===== src/rtl/nor_seq_pkg.sv =====
// Shared codes and state types for the NOR flash command sequencer.
// Assumes a flash with the common single-byte opcode set and 3-byte addressing.
package nor_seq_pkg;
    localparam logic [7:0] OPC_STATUS = 8'h05;
    localparam logic [7:0] OPC_WREN   = 8'h06;
    localparam logic [7:0] OPC_READ   = 8'h03;
    localparam logic [7:0] OPC_PROG   = 8'h02;
    localparam logic [7:0] OPC_SECER  = 8'h20;
    localparam logic [7:0] OPC_CHIPER = 8'hC7;
    localparam logic [7:0] FILLER     = 8'hA5;
    localparam int ST_BUSY = 0;
    localparam int ST_FAIL = 5;

    typedef enum logic [1:0] {
        OP_READ     = 2'd0,
        OP_BLKWR    = 2'd1,
        OP_SECERASE = 2'd2,
        OP_CHIPER   = 2'd3
    } op_e;

    typedef enum logic [1:0] {
        PH_POLL = 2'd0,
        PH_WREN = 2'd1,
        PH_CMD  = 2'd2
    } phase_e;

    typedef enum logic [2:0] {
        S_IDLE   = 3'd0,
        S_XFER   = 3'd1,
        S_WAITWR = 3'd2,
        S_RDOUT  = 3'd3,
        S_GAP    = 3'd4
    } seq_state_e;
endpackage


===== src/rtl/nor_frame_byte.sv =====
// Frame content generator: given the frame phase, the request kind and the
// byte index inside the current chip-select frame, it returns the byte to
// send, whether it is the frame's last byte and whether it is a data byte.
// Assumes idx never exceeds the frame length; purely combinational.
module nor_frame_byte
    import nor_seq_pkg::*;
#(
    parameter int IDX_W      = 18,
    parameter int LEN_W      = 16,
    parameter int PAGE_BYTES = 256
) (
    input  phase_e             phase,
    input  op_e                op,
    input  logic [IDX_W-1:0]   idx,
    input  logic [23:0]        baddr,
    input  logic [LEN_W-1:0]   len,
    input  logic [7:0]         wbuf,
    output logic [7:0]         tx,
    output logic               last,
    output logic               is_data
);
    localparam logic [IDX_W-1:0] HDR = IDX_W'(4);

    logic [IDX_W-1:0] total;

    // Frame length in bytes for the current phase and request.
    always_comb begin
        unique case (phase)
            PH_POLL: total = IDX_W'(2);
            PH_WREN: total = IDX_W'(1);
            default: begin
                unique case (op)
                    OP_READ:     total = HDR + IDX_W'(len);
                    OP_BLKWR:    total = HDR + IDX_W'(PAGE_BYTES);
                    OP_SECERASE: total = HDR;
                    default:     total = IDX_W'(1);
                endcase
            end
        endcase
    end

    assign last    = (idx == total - IDX_W'(1));
    assign is_data = (phase == PH_CMD) && (idx >= HDR);

    // Byte selection: opcode, address bytes high first, then payload.
    always_comb begin
        tx = FILLER;
        unique case (phase)
            PH_POLL: tx = (idx == '0) ? OPC_STATUS : FILLER;
            PH_WREN: tx = OPC_WREN;
            default: begin
                if (idx == '0) begin
                    unique case (op)
                        OP_READ:     tx = OPC_READ;
                        OP_BLKWR:    tx = OPC_PROG;
                        OP_SECERASE: tx = OPC_SECER;
                        default:     tx = OPC_CHIPER;
                    endcase
                end else if (idx == IDX_W'(1)) begin
                    tx = baddr[23:16];
                end else if (idx == IDX_W'(2)) begin
                    tx = baddr[15:8];
                end else if (idx == IDX_W'(3)) begin
                    tx = baddr[7:0];
                end else begin
                    tx = (op == OP_READ) ? FILLER : wbuf;
                end
            end
        endcase
    end
endmodule


===== src/rtl/nor_gap_timer.sv =====
// Deselect gap counter: loads a cycle count when a frame closes and reports
// expiry once it has counted down to zero. Assumes load is a single-cycle
// strobe issued on the last cycle of a frame.
module nor_gap_timer #(
    parameter int W = 4
) (
    input  logic         clk,
    input  logic         rst_n,
    input  logic         load,
    input  logic [W-1:0] value,
    output logic         expired
);
    logic [W-1:0] cnt;

    // Load on strobe, otherwise count down and hold at zero.
    always_ff @(posedge clk) begin
        if (!rst_n)          cnt <= '0;
        else if (load)       cnt <= value;
        else if (cnt != '0)  cnt <= cnt - W'(1);
    end

    assign expired = (cnt == '0);
endmodule


===== src/rtl/nor_cmd_seq.sv =====
// NOR flash command sequencer top. Accepts one host request at a time and
// runs it as a series of chip-select frames: status polls until not-busy,
// write-enable for modifying commands, then the command frame. A block write
// runs this twice, once per page. Assumes the attached SPI engine performs
// one 8-bit mode-0 transfer per xfer_req/xfer_done handshake.
module nor_cmd_seq
    import nor_seq_pkg::*;
#(
    parameter int LEN_W        = 16,
    parameter int PAGE_BYTES   = 256,
    parameter int SECTOR_BYTES = 4096,
    parameter int CS_GAP       = 1,
    parameter int POLL_GAP     = 40
) (
    input  logic             clk,
    input  logic             rst_n,
    input  logic             req_valid,
    output logic             req_ready,
    input  logic [1:0]       req_op,
    input  logic [23:0]      req_addr,
    input  logic [LEN_W-1:0] req_len,
    output logic             done,
    output logic             err,
    input  logic             wr_valid,
    output logic             wr_ready,
    input  logic [7:0]       wr_data,
    output logic             rd_valid,
    input  logic             rd_ready,
    output logic [7:0]       rd_data,
    output logic             cs_n,
    output logic             xfer_req,
    output logic [7:0]       xfer_tx,
    input  logic             xfer_done,
    input  logic [7:0]       xfer_rx
);
    localparam int PG_SH  = $clog2(PAGE_BYTES);
    localparam int SEC_SH = $clog2(SECTOR_BYTES);
    localparam int IDX_W  = ((LEN_W > PG_SH) ? LEN_W : PG_SH) + 2;
    localparam int GAP_MX = (POLL_GAP > CS_GAP) ? POLL_GAP : CS_GAP;
    localparam int GAP_W  = $clog2(GAP_MX + 1);

    seq_state_e       state;
    phase_e           phase;
    op_e              op_q;
    logic [23:0]      addr_q;
    logic [LEN_W-1:0] len_q;
    logic             half_q;
    logic [IDX_W-1:0] idx;
    logic [7:0]       wbuf;
    logic [7:0]       rbuf;
    logic             st_busy;
    logic             st_fail;
    logic             err_acc;
    logic             done_q;
    logic             err_q;
    logic [23:0]      baddr;
    logic [7:0]       tx;
    logic             last;
    logic             is_data;
    logic             gap_load;
    logic [GAP_W-1:0] gap_val;
    logic             gap_exp;

    // Byte address carried by the command frame for each request kind.
    always_comb begin
        unique case (op_q)
            OP_BLKWR:    baddr = 24'({addr_q[22:0], half_q} << PG_SH);
            OP_SECERASE: baddr = 24'(addr_q << SEC_SH);
            default:     baddr = addr_q;
        endcase
    end

    nor_frame_byte #(
        .IDX_W(IDX_W), .LEN_W(LEN_W), .PAGE_BYTES(PAGE_BYTES)
    ) u_frame (
        .phase(phase), .op(op_q), .idx(idx), .baddr(baddr), .len(len_q),
        .wbuf(wbuf), .tx(tx), .last(last), .is_data(is_data)
    );

    // Frame close strobe and the gap it needs (long after a busy status).
    always_comb begin
        gap_load = 1'b0;
        gap_val  = GAP_W'(CS_GAP);
        if (state == S_XFER && xfer_done && last && !(is_data && op_q == OP_READ)) begin
            gap_load = 1'b1;
            if (phase == PH_POLL && xfer_rx[ST_BUSY]) gap_val = GAP_W'(POLL_GAP);
        end else if (state == S_RDOUT && rd_ready && last) begin
            gap_load = 1'b1;
        end
    end

    nor_gap_timer #(.W(GAP_W)) u_gap (
        .clk(clk), .rst_n(rst_n), .load(gap_load), .value(gap_val), .expired(gap_exp)
    );

    // Request sequencing: frame stepping, byte streams and completion.
    always_ff @(posedge clk) begin
        if (!rst_n) begin
            state   <= S_IDLE;
            phase   <= PH_POLL;
            op_q    <= OP_READ;
            addr_q  <= '0;
            len_q   <= '0;
            half_q  <= 1'b0;
            idx     <= '0;
            wbuf    <= '0;
            rbuf    <= '0;
            st_busy <= 1'b0;
            st_fail <= 1'b0;
            err_acc <= 1'b0;
            done_q  <= 1'b0;
            err_q   <= 1'b0;
        end else begin
            done_q <= 1'b0;
            unique case (state)
                S_IDLE: if (req_valid) begin
                    op_q    <= op_e'(req_op);
                    addr_q  <= req_addr;
                    len_q   <= req_len;
                    half_q  <= 1'b0;
                    err_acc <= 1'b0;
                    phase   <= PH_POLL;
                    idx     <= '0;
                    state   <= S_XFER;
                end
                S_XFER: if (xfer_done) begin
                    if (phase == PH_POLL && idx == IDX_W'(1)) begin
                        st_busy <= xfer_rx[ST_BUSY];
                        st_fail <= xfer_rx[ST_FAIL];
                    end
                    if (is_data && op_q == OP_READ) begin
                        rbuf  <= xfer_rx;
                        state <= S_RDOUT;
                    end else if (last) begin
                        state <= S_GAP;
                    end else begin
                        idx   <= idx + IDX_W'(1);
                        state <= (phase == PH_CMD && op_q == OP_BLKWR && idx >= IDX_W'(3))
                                 ? S_WAITWR : S_XFER;
                    end
                end
                S_WAITWR: if (wr_valid) begin
                    wbuf  <= wr_data;
                    state <= S_XFER;
                end
                S_RDOUT: if (rd_ready) begin
                    if (last) begin
                        state <= S_GAP;
                    end else begin
                        idx   <= idx + IDX_W'(1);
                        state <= S_XFER;
                    end
                end
                S_GAP: if (gap_exp) begin
                    idx <= '0;
                    unique case (phase)
                        PH_POLL: begin
                            state <= S_XFER;
                            if (!st_busy) begin
                                err_acc <= err_acc | st_fail;
                                phase   <= (op_q == OP_READ) ? PH_CMD : PH_WREN;
                            end
                        end
                        PH_WREN: begin
                            phase <= PH_CMD;
                            state <= S_XFER;
                        end
                        default: begin
                            if (op_q == OP_BLKWR && !half_q) begin
                                half_q <= 1'b1;
                                phase  <= PH_POLL;
                                state  <= S_XFER;
                            end else begin
                                state  <= S_IDLE;
                                done_q <= 1'b1;
                                err_q  <= err_acc;
                            end
                        end
                    endcase
                end
                default: state <= S_IDLE;
            endcase
        end
    end

    assign req_ready = (state == S_IDLE);
    assign cs_n      = !(state == S_XFER || state == S_WAITWR || state == S_RDOUT);
    assign xfer_req  = (state == S_XFER);
    assign xfer_tx   = tx;
    assign wr_ready  = (state == S_WAITWR);
    assign rd_valid  = (state == S_RDOUT);
    assign rd_data   = rbuf;
    assign done      = done_q;
    assign err       = err_q;
endmodule


===== config.mk =====
export PLATFORM = sky130hd
export DESIGN_NAME = nor_cmd_seq
export DESIGN_NICKNAME = d
export VERILOG_FILES = /design/src/rtl/nor_seq_pkg.sv /design/src/rtl/nor_frame_byte.sv /design/src/rtl/nor_gap_timer.sv /design/src/rtl/nor_cmd_seq.sv
export SDC_FILE = /design/constraint.sdc
export NUM_CORES = 1
export LEC_CHECK = 0
export BUFFER_PORTS_ARGS = -buffer_cell sky130_fd_sc_hd__buf_2
export CELL_PAD_IN_SITES_DETAIL_PLACEMENT = 1
export CELL_PAD_IN_SITES_GLOBAL_PLACEMENT = 2
export CORE_ASPECT_RATIO = 1.25
export CORE_MARGIN = 2
export CORE_UTILIZATION = 25
export DETAILED_ROUTE_END_ITERATION = 6
export MAX_ROUTING_LAYER = met4
export PLACE_DENSITY = 0.64
export SLEW_MARGIN = 10
export SYNTH_ARGS = -nofsm -noshare
export SYNTH_HDL_FRONTEND = slang
export SYNTH_SLANG_ARGS = --single-unit

===== constraint.sdc =====
create_clock -name clk -period 12.33 [get_ports clk]
set_clock_uncertainty 0.05 [all_clocks]
set_input_delay 1.233 -clock clk [delete_from_list [all_inputs] [get_ports clk]]
set_output_delay 1.233 -clock clk [all_outputs]
set_load 0.01 [all_outputs]

* Word-level counts from Yosys, hierarchy flattened
Index checks and enable logic that the tools add are counted.
Storage, ports and cells: bits in registers 93, latch bits 0, RAM bits 0, bits in read-only memories 0, input bits 64, output and inout bits 23, memories kept 0
Cells by class: add/subtract/negate cells 4, multipliers 0, divide/modulo/power cells 0, $lt $le $gt $ge 2, equality and inequality tests 24, shift-type cells 0, multiplexer cells 53, bitwise operators 6, reduce and logical (&&, ||, !) cells 38
Operators with widths (count):
- $mux 18 | 6
- $pmux 18 s4 | 1
- $pmux 18 s3 | 1
- $mux 8 | 6
- $pmux 24 s2 | 1
- $eq 18x2->1 const B | 2
- $pmux 18 s2 | 1
- $mux 3 | 8
- $mux 6 | 4
- $pmux 8 s3 | 1
- $reduce_and 5->1 | 4
- $add 18x1->18 const B | 1
- $eq 18x1->1 const B | 1
- $eq 18x18->1 | 1
- $ge 18x2->1 const B | 1
- $ge 18x3->1 const B | 1
- $logic_not 18->1 | 1
- $sub 18x1->18 const B | 1
- $add 3x16->17 const A | 1
- $ne 2x2->1 const B | 8
- $pmux 8 s2 | 1
- $pmux 3 s5 | 1
- $logic_and 1x1->1 | 12
- $mux 1 | 12
- other kinds (28) | 50

* Depth between registers and ports, before layout
Gate-level depths: netlist (run 1).
word-level depth 9, depth in mapped cells 20

* Cells and area by module
Synthesis (run 1) repeated with hierarchy kept, for this count alone.
Second synthesis, totals: cell total of the unflattened synthesis 849, area, all modules 6458.7 um^2
Modules (own cells, without submodules):
- nor_cmd_seq | times used 1, cells an instance 522, area an instance 4235.3 um^2
- nor_frame_byte | times used 1, cells an instance 284, area an instance 1866.8 um^2
- nor_gap_timer | times used 1, cells an instance 43, area an instance 356.6 um^2

* Least setup slack after synthesis (run 1)
Ideal clock, no wire load.
kind flip-flop to flip-flop, start point register op_q[0], end point register idx[10], library setup time 0.070 ns, arrival 3.992 ns, path slack 8.217 ns, stages on the path, launching flop included 19, clock period less this slack 4.113 ns, cells stage by stage dfxtp_1 -> inv_1 -> ha_1 -> buf_2 -> and3b_1 -> buf_2 -> clkbuf_1 -> a21oi_1 -> ha_1 -> nor2b_1 -> a22oi_1 -> nor3_4 -> mux2_2 -> mux2_2 -> a22o_1 -> and4_4 -> buf_6 -> or4_1 -> a21oi_1
Between the ends: longest elaborated chain between the ends 9
RTL lines:
- from (decl) | RTL line nor_cmd_seq.sv:44 | op_e op_q;
- from (signal assigned) | RTL line nor_cmd_seq.sv:117 | op_q <= op_e'(req_op);
- $eq 2x2->1 (tied with other cells) | RTL line nor_frame_byte.sv:32 | unique case (op)
- $pmux 18 s3 | RTL line nor_frame_byte.sv:32
- $pmux 18 s2 | RTL line nor_frame_byte.sv:28 | unique case (phase)
- $sub 18x1->18 | RTL line nor_frame_byte.sv:42 | assign last = (idx == total - IDX_W'(1));
- $eq 18x18->1 | RTL line nor_frame_byte.sv:42
- $mux 18 (3 in a row)
- $pmux 18 s4
- to (signal assigned) | RTL line nor_cmd_seq.sv:137 | idx <= idx + IDX_W'(1);
- to (signal assigned) | RTL line nor_cmd_seq.sv:150 | idx <= idx + IDX_W'(1);
- to (decl) | RTL line nor_cmd_seq.sv:48 | logic [IDX_W-1:0] idx;
Parallel ways exist; a longest one is shown, timed or not. The select of a mux whose other input is x is not followed. A chain may end at the register's enable or synchronous reset.

* Worst setup path after layout (run 1)
start point register op_q[0], end point register u_gap.cnt[3]
Between the ends: longest elaborated chain between the ends 9
RTL lines:
- $eq 2x2->1 (tied with other cells) | RTL line nor_frame_byte.sv:32
- $pmux 18 s3 | RTL line nor_frame_byte.sv:32
- $pmux 18 s2 | RTL line nor_frame_byte.sv:28
- $sub 18x1->18 | RTL line nor_frame_byte.sv:42
- $eq 18x18->1 | RTL line nor_frame_byte.sv:42
- $logic_and 1x1->1, on equally long branches | RTL line nor_cmd_seq.sv:87, nor_cmd_seq.sv:84
- $mux 1 / $logic_and 1x1->1 (equally long branches) | RTL line nor_cmd_seq.sv:87, nor_cmd_seq.sv:84
- $mux 1 / $mux 6 (equally long branches) | RTL line nor_cmd_seq.sv:84 | if (state == S_XFER && xfer_done && last && !(is_data && op_q == OP_READ)) begin
- $mux 6 / $reduce_bool 2->1 (equally long branches)
- to (signal assigned) | RTL line nor_gap_timer.sv:18 | else if (load) cnt <= value;
- to (signal assigned) | RTL line nor_gap_timer.sv:19 | else if (cnt != '0) cnt <= cnt - W'(1);
- to (decl) | RTL line nor_gap_timer.sv:13 | logic [W-1:0] cnt;
Parallel ways exist; a longest one is shown, timed or not.

==> reports/metrics.csv, run 1 <==
metric,value,unit
Critical Path End Type,register,
Longest Clk Path Bufs,2,
clk_lat worst skew,360,ps
cell count after synthesis,840,
Post-DP Area,0.00686,mm2
GRT overflow,0,
WP data required,12540,ps
Yosys reg bits,93,
synthesized area,0.00626,mm2
IO Pins,87,
cts hold-fix bufs,0,
Synth Warn #,0,
H-tree depth,3,
CP Cell Sequence,inv_1 -> ha_1 -> and3b_1 -> a21oi_1 -> ha_1 -> nor2b_1 -> a22oi_1 -> nor4_1 -> nor4_1 -> nand4_1 -> nor4_1 -> and4_4 -> nand4_1 -> a221oi_1,
CTS tree,yes,
Final Max Slew Viols,0,
ys async rst share,0,
min cycle time layout,5000,ps
WL per Instance,17.8,um
critical path's largest stage delay,820,ps
RSZ-0062 raised after global routing,no,
Final nets,954,
ys flop type,dfxtp_1,
Antenna Nets Post-Route,0,
Final period util,0.405,
crit path launch type,register,
Worst Hold Class,register to register,
Post-route DRC,0,
Initial Utilization,0.255,
WL final,21.6,mm
pin count of the biggest net entering global routing,77,
core area,0.0246,mm2
Vias,6250,
Vias/cell,5.15,
"EDFF count, synth",0,
Area Growth Syn to Fin,14.2,%
Die ar.,0.0263,mm2
FMAX,0.200,GHz
Resized cells post-CTS,0,
drt initial violations,212,
Reg2Reg Depth,14,
row count,64,
Hold Fails Final Rpt,0,
Pwr Density,116,mW/mm2
pre-CTS WS,7300,ps
critical path type,register to register,
clk sinks,93,
clock buffer count from CTS,9,
RD Place Congestion,0.794,
Cell variety after synth,71,
final setup TNS,0,ps
share of Yosys cell area claimed by the top area cell type,0.297,
Post-CTS Setup Bufs,0,
first-pass GRT wire length,35.6,mm
CP max-delay cell,and3b_1,
Max-Cap Viols,0,
Final Cell Area,0.00715,mm2
Avg Inst Size Synth,7.45,um2
diode count,0,
power consumption,0.832,mW
worst setup margin,7330,ps
Mapped Nets,916,
CP max FO,29,
die height,181,um
Root Driver,clkbuf_16,
critical path arrival,5210,ps
status,finished clean,
main area contributors after synthesis,"dfxtp_1, nand2_1, a21oi_1, mux2i_1, nor2_1",
largest area contributor in the netlist,dfxtp_1,
# fillers,3016,
die width,146,um
worst slew pin tran,1090,ps
Crit path top cell by count,nor4_1,
Pleak,2.60,nW
share of cells above drive strength 1,0.151,
initial antenna violation count,0,
clk slew on worst S/H paths,80,ps
DRT Pass-1 Iters,5,
sequential share of the synthesized area,0.297,
Tot GR Track Use,0.172,
Hold Path Stages,2,
Final HPWL DP,15.9,mm
peak supply drop,0.0589,mV
vias in the first global route,6458,
Finish-stage setup viols,0,
input/output buffers,86,
relative slew slack,0.271,
==> registers in the layout, summed over array words and instances, names as in the netlist, 2 cells and up <==
register	count
addr_q	24
idx	18
len_q	16
rd_data	8
wbuf	8
u_gap.cnt	6
state	3
op_q	2
phase	2
==> report_power, final <==
| group | internal, mW | switching, mW |
|---|---|---|
| Combinational | 0.0734 | 0.124 |
| Clock | 0.142 | 0.143 |
| Sequential | 0.321 | 0.0280 |
==> area by class of cell <==
cell class	count	area [um2]	share of cell area
multi-input combinational	659	4020	0.562
sequential	93	1860	0.260
timing repair buffer	92	475	0.0665
tap	330	413	0.0577
clock buffer	9	225	0.0315
inverter	23	86.3	0.0121
clock inverter	7	68.8	0.00962
==> cells by family (layout without fill, tap and decap cells) <==
kind of cell / Yosys count / after routing / share of synthesized area
AOI/OAI and AO/OA: 208 / 208 / 0.217
and+or+nand+nor: 371 / 371 / 0.297
xor gates and xnor gates: 34 / 34 / 0.0488
muxes: 34 / 34 / 0.0556
adders and majority gates: 12 / 12 / 0.0240
buffers and inverters: 88 / 131 / 0.0602
DFF: 93 / 93 / 0.297
==> synth_stat cells, types with 4 or more instances <==
cell,n
a21oi_1,79
mux2i_1,28
or2_2,4
and2_1,7
xnor2_1,19
a22oi_1,4
or4_1,11
inv_1,22
nand3_1,21
nor3_1,23
nor2b_1,5
a221oi_1,9
nor2_1,68
a211oi_1,5
buf_2,10
and3_1,14
nand2_1,145
clkbuf_1,47
nor4_1,11
o21ai_0,29
or3_1,10
nand2b_1,11
dfxtp_1,93
o31ai_1,13
a31oi_1,14
nor3b_1,5
o211ai_1,10
mux2_2,6
o311ai_0,11
nand4_1,12
xor2_1,14
ha_1,12
==> per-stage QoR <==
stage | std cells | util | hold slack (ps)
global placement | 1197 | 0.279 | 396
global route | 1213 | 0.291 | 445
detailed placement | 1197 | 0.279 | 402
CTS | 1213 | 0.291 | 414
finish | 1213 | 0.291 | 409
floorplan | 840 | - | 382
==> path summary, 6_finish.rpt <==
| check | from | end | slack (ps) |
|---|---|---|---|
| worst max-delay path | op_q[0] | u_gap.cnt[3] | 7330 |
| worst min-delay path | addr_q[15] | addr_q[15] | 410 |
| worst max register to register | op_q[0] | u_gap.cnt[3] | 7330 |
| worst min register to register | addr_q[15] | addr_q[15] | 410 |
==> routing by layer <==
metal / track usage / up-vias / wire length [um]
met3: 0.0167 / 21 / 389
met2: 0.314 / 83 / 11600
met1: 0.199 / 3042 / 9340
met5: - / - / 0
met4: 0.0498 / 0 / 359
li1: - / 3104 / -
==> worst max-delay path: cells and delay by family, from the launching register on <==
family | cells | cell delay [ps]
DFF | 1 | 390
and+or+nand+nor | 8 | 2510
buffers and inverters | 1 | 140
AOI/OAI and AO/OA | 3 | 920
adders and majority gates | 2 | 890
==> layout by cell type, fill, tap and decap left out, types with 19 or more instances in the layout <==
cell	instances
nor3_1	23
dfxtp_1	93
nor2_1	68
nand3_1	21
xnor2_1	19
inv_1	21
a21oi_1	79
o21ai_0	29
nand2_1	145
buf_2	86
mux2i_1	28
No activity file was read; power rests on OpenSTA's default activity.
==> run 2: changes to the inputs <==
Clock period 12.33 ns to 5.2 ns, I/O delays scaled along.
==> run 2 against run 1 <==
Effect of this change: global-route usage rose by 0.14 points; flip-flop and latch count did not move; fmax rose by 11%; final cell count rose by 0.58%; clock-buffer cell count rose by 1; utilization rose by 0.32 points; via count fell by 0.43%; first-iteration DRC count rose by 1.9%; worst hold slack got worse by 75 ps; highest routed layer unchanged.
==> reports/metrics.csv, run 2 (synthesis results as in run 1) <==
metric,value,unit
Internal,1.33,mW
CTS tree,yes,
worst slew pin tran,998,ps
Post-CTS Setup Bufs,0,
Finish-stage setup viols,0,
"commonest non-fill, non-tap cells in the layout","nand2_1, dfxtp_1, buf_2",
status,finished clean,
Die ar.,0.0263,mm2
Longest Clk Path Bufs,2,
Final Util,0.294,
cts hold-fix bufs,0,
Comb power frac,0.237,
share of cells above drive strength 1,0.158,
WL per Instance,17.9,um
Vias/cell,5.10,
WP data required,5410,ps
initial antenna violation count,0,
Critical Path End Type,register,
diode count,0,
Hold Fails Final Rpt,0,
M1 GR Usage,0.201,
"most common cell after layout, fill and taps aside",nand2_1,
WL final,21.8,mm
vias in the first global route,6485,
peak supply drop,0.175,mV
CP max FO,20,
crit path launch type,register,
Initial Utilization,0.255,
Final nets,961,
DRT Pass-1 Iters,4,
critical path type,register to register,
power share of the clock group,0.356,
pin count of the biggest net entering global routing,77,
Vias,6223,
Pleak,2.64,nW
Seq pwr share,0.408,
Top reg by flops,addr_q,
clk_lat worst skew,360,ps
critical path arrival,4730,ps
worst setup margin,678,ps
GRT Max-Usage Layer,met2,
Max-Cap Viols,0,
Antenna Nets Post-Route,0,
Final period util,0.870,
pre-CTS WS,676,ps
Net Switching,0.697,mW
clock buffer count from CTS,9,
core area,0.0246,mm2
first-pass GRT wire length,35.7,mm
final setup TNS,0,ps
multi-input logic area,0.00403,mm2
Final Max Slew Viols,0,
Post-route DRC,0,
RD Place Congestion,0.827,
clk slew on worst S/H paths,80,ps
H-tree depth,3,
row count,64,
FMAX,0.221,GHz
Worst Hold Class,input pin to register,
Pwr Density,281,mW/mm2
biggest regs,"addr_q (24), idx (18), len_q (16)",
Tot GR Track Use,0.174,
input/output buffers,86,
die width,146,um
power consumption,2.03,mW
Sw Share,0.343,
Root Driver,clkbuf_16,
FF+latch area,0.00186,mm2
final non-filler cell total,1220,
min cycle time layout,4520,ps
die height,181,um
M3 GR Usage,0.0146,
Area Growth Syn to Fin,15.5,%
relative slew slack,0.333,
placed cell count,1204,
met2 Usage GRT,0.310,
RSZ-0062 raised after global routing,no,
Resized cells post-CTS,0,
clk sinks,93,
# fillers,3040,
IO Pins,87,
GRT overflow,0,
max reg flops,24,
Final HPWL DP,16.1,mm
drt initial violations,216,
==> run 2: cell types whose count changed in the layout (fill, tap and decap cells not counted) <==
cell and change:
clkinv_2 -1, clkinv_8 -1, inv_8 -1, clkbuf_8 +1, nor3_2 +1, bufinv_16 +1, buf_4 +7, inv_6 +1
nor3_1 -1
==> run 2: worst paths after layout <==
path | from | endpoint | slack (ps) | depth (start not counted)
setup / recovery | op_q[0] | idx[16] | 680 | 15
hold / removal | xfer_rx[4] | rd_data[4] | 330 | 3
setup reg to reg | op_q[0] | idx[16] | 680 | 15
hold reg to reg | addr_q[16] | addr_q[16] | 410 | 2
==> run 2: stage by stage <==
| stage | cell area [um2] | hold WS, ps |
|---|---|---|
| after floorplan | 6260 | 382 |
| after global placement | 6920 | 398 |
| after detailed placement | 6920 | 398 |
| after CTS | 7230 | 327 |
| after global routing | 7230 | 346 |
| final | 7230 | 333 |
==> run 2: area by class of cell <==
cell class | instances | share of cell area
Multi-Input combinational cell | 659 | 0.557
Sequential cell | 93 | 0.257
Timing Repair Buffer | 99 | 0.0730
Tap cell | 330 | 0.0571
Clock buffer | 10 | 0.0331
Inverter | 23 | 0.0119
Clock inverter | 6 | 0.0104
==> run 2: per-layer routing <==
layer,up-vias,routed length (um)
met3,32,292
met5,-,0
li1,3116,-
met4,0,625
met1,3010,9700
met2,65,11200
==> run 2: worst max-delay path, cell delays in order, from the launching register on <==
cell,delay [ps]
dfxtp_1,380
inv_1,130
ha_1,630
nand2b_1,160
a31oi_1,310
ha_1,300
nor2b_1,150
a22oi_1,160
nor2_1,130
nor3_1,80
nor4bb_1,330
nand4_1,140
nor4_1,420
nand4_1,480
nand4_1,220
mux2_2,350
==> run 2: power groups by stage <==
stage	clock (mW)	combinational, mW	sequential (mW)
finish	0.722	0.481	0.827
global route	0.774	0.541	0.838
CTS	0.746	0.489	0.827
detailed placement	0	0.486	0.844
global placement	0	0.483	0.844
floorplan	0	0.359	0.808
